## config.mk

```make
export PLATFORM = sky130hd
export DESIGN_NAME = cal_rtc
export DESIGN_NICKNAME = d
export VERILOG_FILES = /design/src/rtl/cal_rtc_pkg.sv /design/src/rtl/cal_rtc_presc.sv /design/src/rtl/cal_rtc_calendar.sv /design/src/rtl/cal_rtc_match.sv /design/src/rtl/cal_rtc.sv
export SDC_FILE = /design/constraint.sdc
export NUM_CORES = 1
export LEC_CHECK = 0
export ABC_AREA = 1
export ABC_CLOCK_PERIOD_IN_PS = 3660
export BUFFER_PORTS_ARGS = -buffer_cell sky130_fd_sc_hd__buf_2
export CELL_PAD_IN_SITES_DETAIL_PLACEMENT = 1
export CELL_PAD_IN_SITES_GLOBAL_PLACEMENT = 1
export CORE_ASPECT_RATIO = 0.6
export CORE_MARGIN = 2
export CORE_UTILIZATION = 43
export DETAILED_ROUTE_END_ITERATION = 12
export PLACE_DENSITY_LB_ADDON = 0.1
export SYNTH_ARGS = -nofsm -noshare
export SYNTH_HDL_FRONTEND = slang
export SYNTH_HIERARCHICAL = 1
export SYNTH_SLANG_ARGS = --single-unit
export TNS_END_PERCENT = 10
```

## constraint.sdc

```tcl
create_clock -name clk -period 3.66 [get_ports clk]
set_input_delay 0.732 -clock clk [delete_from_list [all_inputs] [get_ports clk]]
set_output_delay 0.732 -clock clk [all_outputs]
set_load 0.005 [all_outputs]
```

## src/rtl/cal_rtc_pkg.sv

```systemverilog
package cal_rtc_pkg;

  typedef struct packed {
    logic [5:0] year;
    logic [3:0] month;
    logic [4:0] day;
    logic [4:0] hour;
    logic [5:0] minute;
    logic [5:0] second;
  } cal_t;

  localparam int WORD_W = $bits(cal_t);
  localparam int NFIELD = 6;

  localparam cal_t CAL_DEFAULT = '{year: 6'd0, month: 4'd1, day: 5'd1,
                                   hour: 5'd0, minute: 6'd0, second: 6'd0};

  localparam logic [2:0] A_CTRL   = 3'd0;
  localparam logic [2:0] A_CLOCK  = 3'd1;
  localparam logic [2:0] A_ALARM  = 3'd2;
  localparam logic [2:0] A_MASK   = 3'd3;
  localparam logic [2:0] A_IESET  = 3'd4;
  localparam logic [2:0] A_IECLR  = 3'd5;
  localparam logic [2:0] A_FLAG   = 3'd6;
  localparam logic [2:0] A_STATUS = 3'd7;

  function automatic logic [4:0] month_len(input logic [3:0] mon, input logic [5:0] yr);
    case (mon)
      4'd2:                    month_len = (yr[1:0] == 2'b00) ? 5'd29 : 5'd28;
      4'd4, 4'd6, 4'd9, 4'd11: month_len = 5'd30;
      default:                 month_len = 5'd31;
    endcase
  endfunction

endpackage

```

## src/rtl/cal_rtc_presc.sv

```systemverilog
module cal_rtc_presc #(
  parameter int LOG2_W = 4
) (
  input  logic              clk,
  input  logic              rst,
  input  logic              clr,
  input  logic              run,
  input  logic              tick,
  input  logic [LOG2_W-1:0] log2_div,
  output logic              step
);
  localparam int CNT_W = 2 ** LOG2_W;

  logic [CNT_W-1:0] cnt_q;
  logic [CNT_W-1:0] last;

  assign last = CNT_W'((33'd1 << log2_div) - 33'd1);
  assign step = run && tick && (cnt_q >= last);

  always_ff @(posedge clk) begin
    if (rst || clr)        cnt_q <= '0;
    else if (run && tick)  cnt_q <= step ? '0 : cnt_q + 1'b1;
  end
endmodule

```

## src/rtl/cal_rtc_calendar.sv

```systemverilog
module cal_rtc_calendar
  import cal_rtc_pkg::*;
(
  input  logic clk,
  input  logic rst,
  input  logic load,
  input  cal_t load_val,
  input  logic step,
  output cal_t cal_q,
  output cal_t cal_nxt,
  output logic wrap
);
  logic carry_y;

  always_comb begin
    cal_nxt = cal_q;
    carry_y = 1'b0;
    if (cal_q.second >= 6'd59) begin
      cal_nxt.second = '0;
      if (cal_q.minute >= 6'd59) begin
        cal_nxt.minute = '0;
        if (cal_q.hour >= 5'd23) begin
          cal_nxt.hour = '0;
          if (cal_q.day >= month_len(cal_q.month, cal_q.year)) begin
            cal_nxt.day = 5'd1;
            if (cal_q.month >= 4'd12) begin
              cal_nxt.month = 4'd1;
              cal_nxt.year  = cal_q.year + 6'd1;
              carry_y       = (cal_q.year == 6'd63);
            end else begin
              cal_nxt.month = cal_q.month + 4'd1;
            end
          end else begin
            cal_nxt.day = cal_q.day + 5'd1;
          end
        end else begin
          cal_nxt.hour = cal_q.hour + 5'd1;
        end
      end else begin
        cal_nxt.minute = cal_q.minute + 6'd1;
      end
    end else begin
      cal_nxt.second = cal_q.second + 6'd1;
    end
  end

  assign wrap = step && !load && carry_y;

  always_ff @(posedge clk) begin
    if (rst)       cal_q <= CAL_DEFAULT;
    else if (load) cal_q <= load_val;
    else if (step) cal_q <= cal_nxt;
  end
endmodule

```

## src/rtl/cal_rtc_match.sv

```systemverilog
module cal_rtc_match
  import cal_rtc_pkg::*;
(
  input  cal_t       cur,
  input  cal_t       alm,
  input  logic [2:0] sel,
  output logic       hit
);
  logic [NFIELD-1:0] eq;
  logic [NFIELD-1:0] need;

  assign eq = {cur.year == alm.year, cur.month == alm.month, cur.day == alm.day,
               cur.hour == alm.hour, cur.minute == alm.minute, cur.second == alm.second};

  for (genvar i = 0; i < NFIELD; i++) begin : g_need
    assign need[i] = (32'(sel) > i);
  end

  assign hit = (sel != 3'd0) && (&(eq | ~need));
endmodule

```

## src/rtl/cal_rtc.sv

```systemverilog
module cal_rtc
  import cal_rtc_pkg::*;
#(
  parameter int ADDR_W   = 3,
  parameter int LOG2_W   = 4,
  parameter int DEF_LOG2 = 10,
  parameter int SYNC_LAT = 2
) (
  input  logic              clk,
  input  logic              rst,
  input  logic              tick,
  input  logic              bus_we,
  input  logic [ADDR_W-1:0] bus_addr,
  input  logic [WORD_W-1:0] bus_wdata,
  output logic [WORD_W-1:0] bus_rdata,
  output logic              irq
);
  localparam int BW = $clog2(SYNC_LAT + 1);

  logic              swrst_q, soft_rst;
  logic              en_q;
  logic [LOG2_W-1:0] log2_q;
  cal_t              alm_q;
  logic [2:0]        sel_q;
  logic [1:0]        ie_q, ie_d, fl_q, fl_d;
  logic              busy_q;
  logic [BW-1:0]     bcnt_q;
  logic [ADDR_W-1:0] pend_addr_q;
  logic [WORD_W-1:0] pend_data_q;
  logic              sync_wr, swrst_wr, apply, cal_load;
  logic              step, wrap, cmp_hit, alm_set;
  cal_t              cal_q, cal_nxt;

  assign soft_rst = rst || swrst_q;
  assign swrst_wr = bus_we && (bus_addr == A_CTRL) && bus_wdata[1];
  assign sync_wr  = bus_we && !busy_q && !swrst_wr &&
                    ((bus_addr == A_CTRL) || (bus_addr == A_CLOCK) || (bus_addr == A_ALARM));
  assign apply    = busy_q && (bcnt_q == BW'(1));
  assign cal_load = apply && (pend_addr_q == A_CLOCK);

  cal_rtc_presc #(.LOG2_W(LOG2_W)) presc_i (
    .clk(clk), .rst(soft_rst), .clr(cal_load), .run(en_q), .tick(tick),
    .log2_div(log2_q), .step(step)
  );

  cal_rtc_calendar cal_i (
    .clk(clk), .rst(soft_rst), .load(cal_load), .load_val(cal_t'(pend_data_q)),
    .step(step), .cal_q(cal_q), .cal_nxt(cal_nxt), .wrap(wrap)
  );

  cal_rtc_match match_i (.cur(cal_nxt), .alm(alm_q), .sel(sel_q), .hit(cmp_hit));

  assign alm_set = step && !cal_load && cmp_hit;

  always_comb begin
    ie_d = ie_q;
    fl_d = fl_q;
    if (bus_we && bus_addr == A_IESET) ie_d = ie_d | bus_wdata[1:0];
    if (bus_we && bus_addr == A_IECLR) ie_d = ie_d & ~bus_wdata[1:0];
    if (bus_we && bus_addr == A_FLAG)  fl_d = fl_d & ~bus_wdata[1:0];
    if (alm_set) fl_d[0] = 1'b1;
    if (wrap)    fl_d[1] = 1'b1;
  end

  always_ff @(posedge clk) begin
    if (rst)           swrst_q <= 1'b0;
    else if (swrst_q)  swrst_q <= 1'b0;
    else if (swrst_wr) swrst_q <= 1'b1;
  end

  always_ff @(posedge clk) begin
    if (soft_rst) begin
      en_q        <= 1'b0;
      log2_q      <= LOG2_W'(DEF_LOG2);
      alm_q       <= '0;
      sel_q       <= '0;
      ie_q        <= '0;
      fl_q        <= '0;
      busy_q      <= 1'b0;
      bcnt_q      <= '0;
      pend_addr_q <= '0;
      pend_data_q <= '0;
      irq         <= 1'b0;
    end else begin
      ie_q <= ie_d;
      fl_q <= fl_d;
      irq  <= |(fl_d & ie_d);
      if (bus_we && bus_addr == A_MASK) sel_q <= bus_wdata[2:0];
      if (sync_wr) begin
        busy_q      <= 1'b1;
        bcnt_q      <= BW'(SYNC_LAT);
        pend_addr_q <= bus_addr;
        pend_data_q <= bus_wdata;
      end else if (busy_q) begin
        if (apply) begin
          busy_q <= 1'b0;
          if (pend_addr_q == A_CTRL) begin
            en_q   <= pend_data_q[0];
            log2_q <= pend_data_q[2 +: LOG2_W];
          end
          if (pend_addr_q == A_ALARM) alm_q <= cal_t'(pend_data_q);
        end
        bcnt_q <= bcnt_q - 1'b1;
      end
    end
  end

  always_ff @(posedge clk) begin
    if (rst) bus_rdata <= '0;
    else begin
      case (bus_addr)
        A_CTRL:            bus_rdata <= WORD_W'({log2_q, swrst_q, en_q});
        A_CLOCK:           bus_rdata <= cal_q;
        A_ALARM:           bus_rdata <= alm_q;
        A_MASK:            bus_rdata <= WORD_W'(sel_q);
        A_IESET, A_IECLR:  bus_rdata <= WORD_W'(ie_q);
        A_FLAG:            bus_rdata <= WORD_W'(fl_q);
        default:           bus_rdata <= WORD_W'(busy_q);
      endcase
    end
  end
endmodule

```

==> impl_metrics.json <==
{
  "placed_cells_incl_taps": 1636,
  "clkSinkCount": 164,
  "place.gp.congestion": 0.853,
  "io-pin-count": 72,
  "synth-edff-count": 0,
  "synth.most_common_cell": "nand2_1",
  "antennaDiodeCount": 0,
  "ys.flop_type": "dfxtp_1",
  "most_prevalent_standard_cell_on_the_critical_path": "nand2_1",
  "largest_net_degree_at_the_start_of_global_routing": 76,
  "port_buffers": 71,
  "cp-start-kind": "register",
  "max_cap_viol_count": 0,
  "power.leakage_nw": 4.50,
  "ys_ff_latch": 164,
  "grt_pass1_vias": 8560,
  "setup-tns-final_ns": 0,
  "die-height_um": 116,
  "worst_ep_required_time_ns": 4.05,
  "synthToLayoutAreaGrowth_pct": 13.5,
  "power.clock.fraction": 0.464,
  "worst_setup_path_end_kind": "register",
  "clock_tree.buffer_depth": 2,
  "final.hold.worst_slack_ns": 0.479,
  "dr.first_iter.drc_count": 535,
  "buffer_cell_driving_the_clock_tree_root": "clkbuf_16",
  "die_width_um": 191,
  "drt_wl_total_um": 28900,
  "regToRegEndpoint": "irq",
  "timing.critical_path.slowest_cell_delay_ns": 0.35,
  "global_route.peak_usage_layer": "met1",
  "layout_setup_ws_ns": 0.271,
  "antenna_found_initial": 0,
  "hold_path.class": "reg2reg",
  "synth_seq_area_share": 0.365,
  "fin_worst_skew_ns": 0.0124,
  "cp_max_fo": 6,
  "slew_headroom": 0.454,
  "seq_cell_area_um2": 3290,
  "synthCells": 1328,
  "core_area_um2": 20300,
  "dieArea_um2": 22100,
  "first_pass_grt_wire_length_um": 46600,
  "multi_input_comb_area_um2": 4790,
  "cp_data_arrival_time_ns": 3.77,
  "cts.clk_slew.worst_paths_ns": 0.06,
  "cp_slowest_cell": "dfxtp_2",
  "nets": 1455,
  "grt-ovfl-total": 0,
  "layout_min_cycle_time_ns": 3.39,
  "layout.core_utilization": 0.503,
  "finalSetupViolations": 0,
  "min_delay_path_depth": 2,
  "switching_share": 0.253,
  "pwr-share-seq": 0.477,
  "share_of_cells_above_drive_strength_1": 0.127,
  "whs_endpoint": "alm_q[7]",
  "timing_hold_violations_final": 0,
  "timing.reg2reg.setup_slack_ns": 0.27,
  "combPwrFrac": 0.059,
  "post_synth_most_frequent_cells": "nand2_1 (335), inv_1 (176), dfxtp_1 (164), nor2_1 (152), a21oi_1 (114)",
  "yosys_warnings": 6,
  "cts-htree-levels": 4,
  "worst_vdd_drop_mv": 0.340,
  "hold_start": "alm_q[7]",
  "transition_at_the_pin_with_the_smallest_max_transition_slack_ns": 0.819,
  "power.density_nw_per_um2": 380,
  "power_report.internal_total_mw": 2.89,
  "tritoncts_clock_tree": "yes",
  "route.antenna.remaining_nets": 0,
  "crit_buf_inv": 4,
  "initial_utilization": 0.443,
  "timing.final.crit_share": 0.926,
  "cts-buffers-inserted": 17,
  "layout.filler_cells": 2691,
  "insertion_delay_ns": 0.44,
  "yosys-top-cells-area": "dfxtp_1 (37%), nand2_1 (14%), inv_1 (7.4%)",
  "post_drt_wl_per_cell_um": 17.3,
  "report.power.total_mw": 3.87,
  "synthDistinctLibCells": 47,
  "grtUsageMet1": 0.417,
  "synth_cell_area_um2": 8990,
  "cp_top_family": "simple AND/OR/NAND/NOR gates",
  "maxSlewViolCount": 0,
  "site_row_count": 40,
  "final_area_um2": 10200,
  "fmaxAchievable_ghz": 0.295,
  "fin_cells": 1671,
  "ys_async_sr_fraction": 0,
  "worstReg2RegStart": "cal_i/cal_q[22]",
  "grt_use_met3": 0.0433,
  "synth_nets": 1398,
  "critPathKind": "reg2reg",
  "detail_route.first_pass.iterations": 6,
  "route.detailed.vias_per_inst": 5.23,
  "status": "finished, final reports clean",
  "synth_largest_type_area_fraction": 0.365,
  "place_worst_setup_slack_ns": 0.206,
  "drcViolationCount": 0,
  "synth_area_leader_cell": "dfxtp_1",
  "globalRouteTotalUtil": 0.274,
  "worst-r2r-cell-count": 25,
  "use_met2": 0.406,
  "placement.cell_area_um2": 9570,
  "vias": 8734,
  "dp.final_hpwl_um": 20600,
  "power.switching_uw": 979,
  "synthesis.area_per_instance_um2": 6.77
}
[worst max-delay path by stage]
stage | from | to | cells after the start
final | cal_i/cal_q[22] | irq | 25
after global routing | cal_i/cal_q[22] | irq | 25
after CTS | cal_i/cal_q[22] | irq | 29
after detailed placement | cal_i/cal_q[22] | irq | 29
after global placement | cal_i/cal_q[22] | irq | 25
after floorplan | log2_q[3] | cal_i/cal_q[21] | 24
[tightest hold or removal path: cells and delay by family (launching register included)]
family,cells,cell delay [ns]
flip-flops,1,0.32
buffers and inverters,1,0.06
AO/OA/AOI/OAI,1,0.05
[flip-flops by register name, summed over array words and instances, names as in the netlist]
signal and count:
presc_i/cnt_q 16, ie_q 2, swrst_q 1, bus_rdata 32
pend_data_q 32, log2_q 4, irq 1, bcnt_q 2
pend_addr_q 3, cal_i/cal_q 32, fl_q 2, en_q 1
alm_q 32, sel_q 3, busy_q 1
[routing by layer]
| metal | part of all wire | up-vias |
|---|---|---|
| li1 | - | 4352 |
| met1 | 0.55 | 4218 |
| met2 | 0.41 | 154 |
| met3 | 0.041 | 10 |
| met4 | 0.0046 | 0 |
| met5 | 0 | - |
[cell usage in the layout (no fill, tap or decap), types with 19 or more instances in the layout]
cell type / instances
ha_1: 31
buf_4: 19
nor2_1: 149
dfxtp_1: 161
o21ai_0: 64
inv_1: 176
nand3b_1: 29
a21oi_1: 114
nand2_1: 334
nand3_1: 52
buf_2: 71
[kinds of logic after synthesis]
family	after synthesis	synth area share
AND/OR/NAND/NOR	643	0.320
buffers and inverters	235	0.106
AO/OA/AOI/OAI	229	0.140
flip-flops	164	0.365
adder cells (fa/ha/maj)	31	0.0432
XOR/XNOR	24	0.0242
other	1	0.000417
multiplexers	1	0.00111
[area by class of cell]
cell class / instances / area share
well taps: 273 / 0.0335
multi-input cells: 929 / 0.470
clock inverters: 12 / 0.0119
clock buffers: 20 / 0.0458
inverters: 183 / 0.0681
repair buffers: 90 / 0.0488
flip-flops and latches: 164 / 0.322
[power by group through the flow]
stage	Clock (mW)	Sequential (mW)	Combinational [mW]
after floorplan	0	1.88	0.152
after global placement	0	1.89	0.220
after detailed placement	0	1.89	0.227
after CTS	1.83	1.85	0.230
after global routing	1.91	1.85	0.257
final	1.80	1.85	0.229
[repair_timing]
item	CTS	global route
resized for setup	0	7
hold buffers	0	0
hold endpoints to repair	0	0
setup buffers	0	3
endpoints found under the setup margin	0	5
No activity file was read; power rests on OpenSTA's default activity.
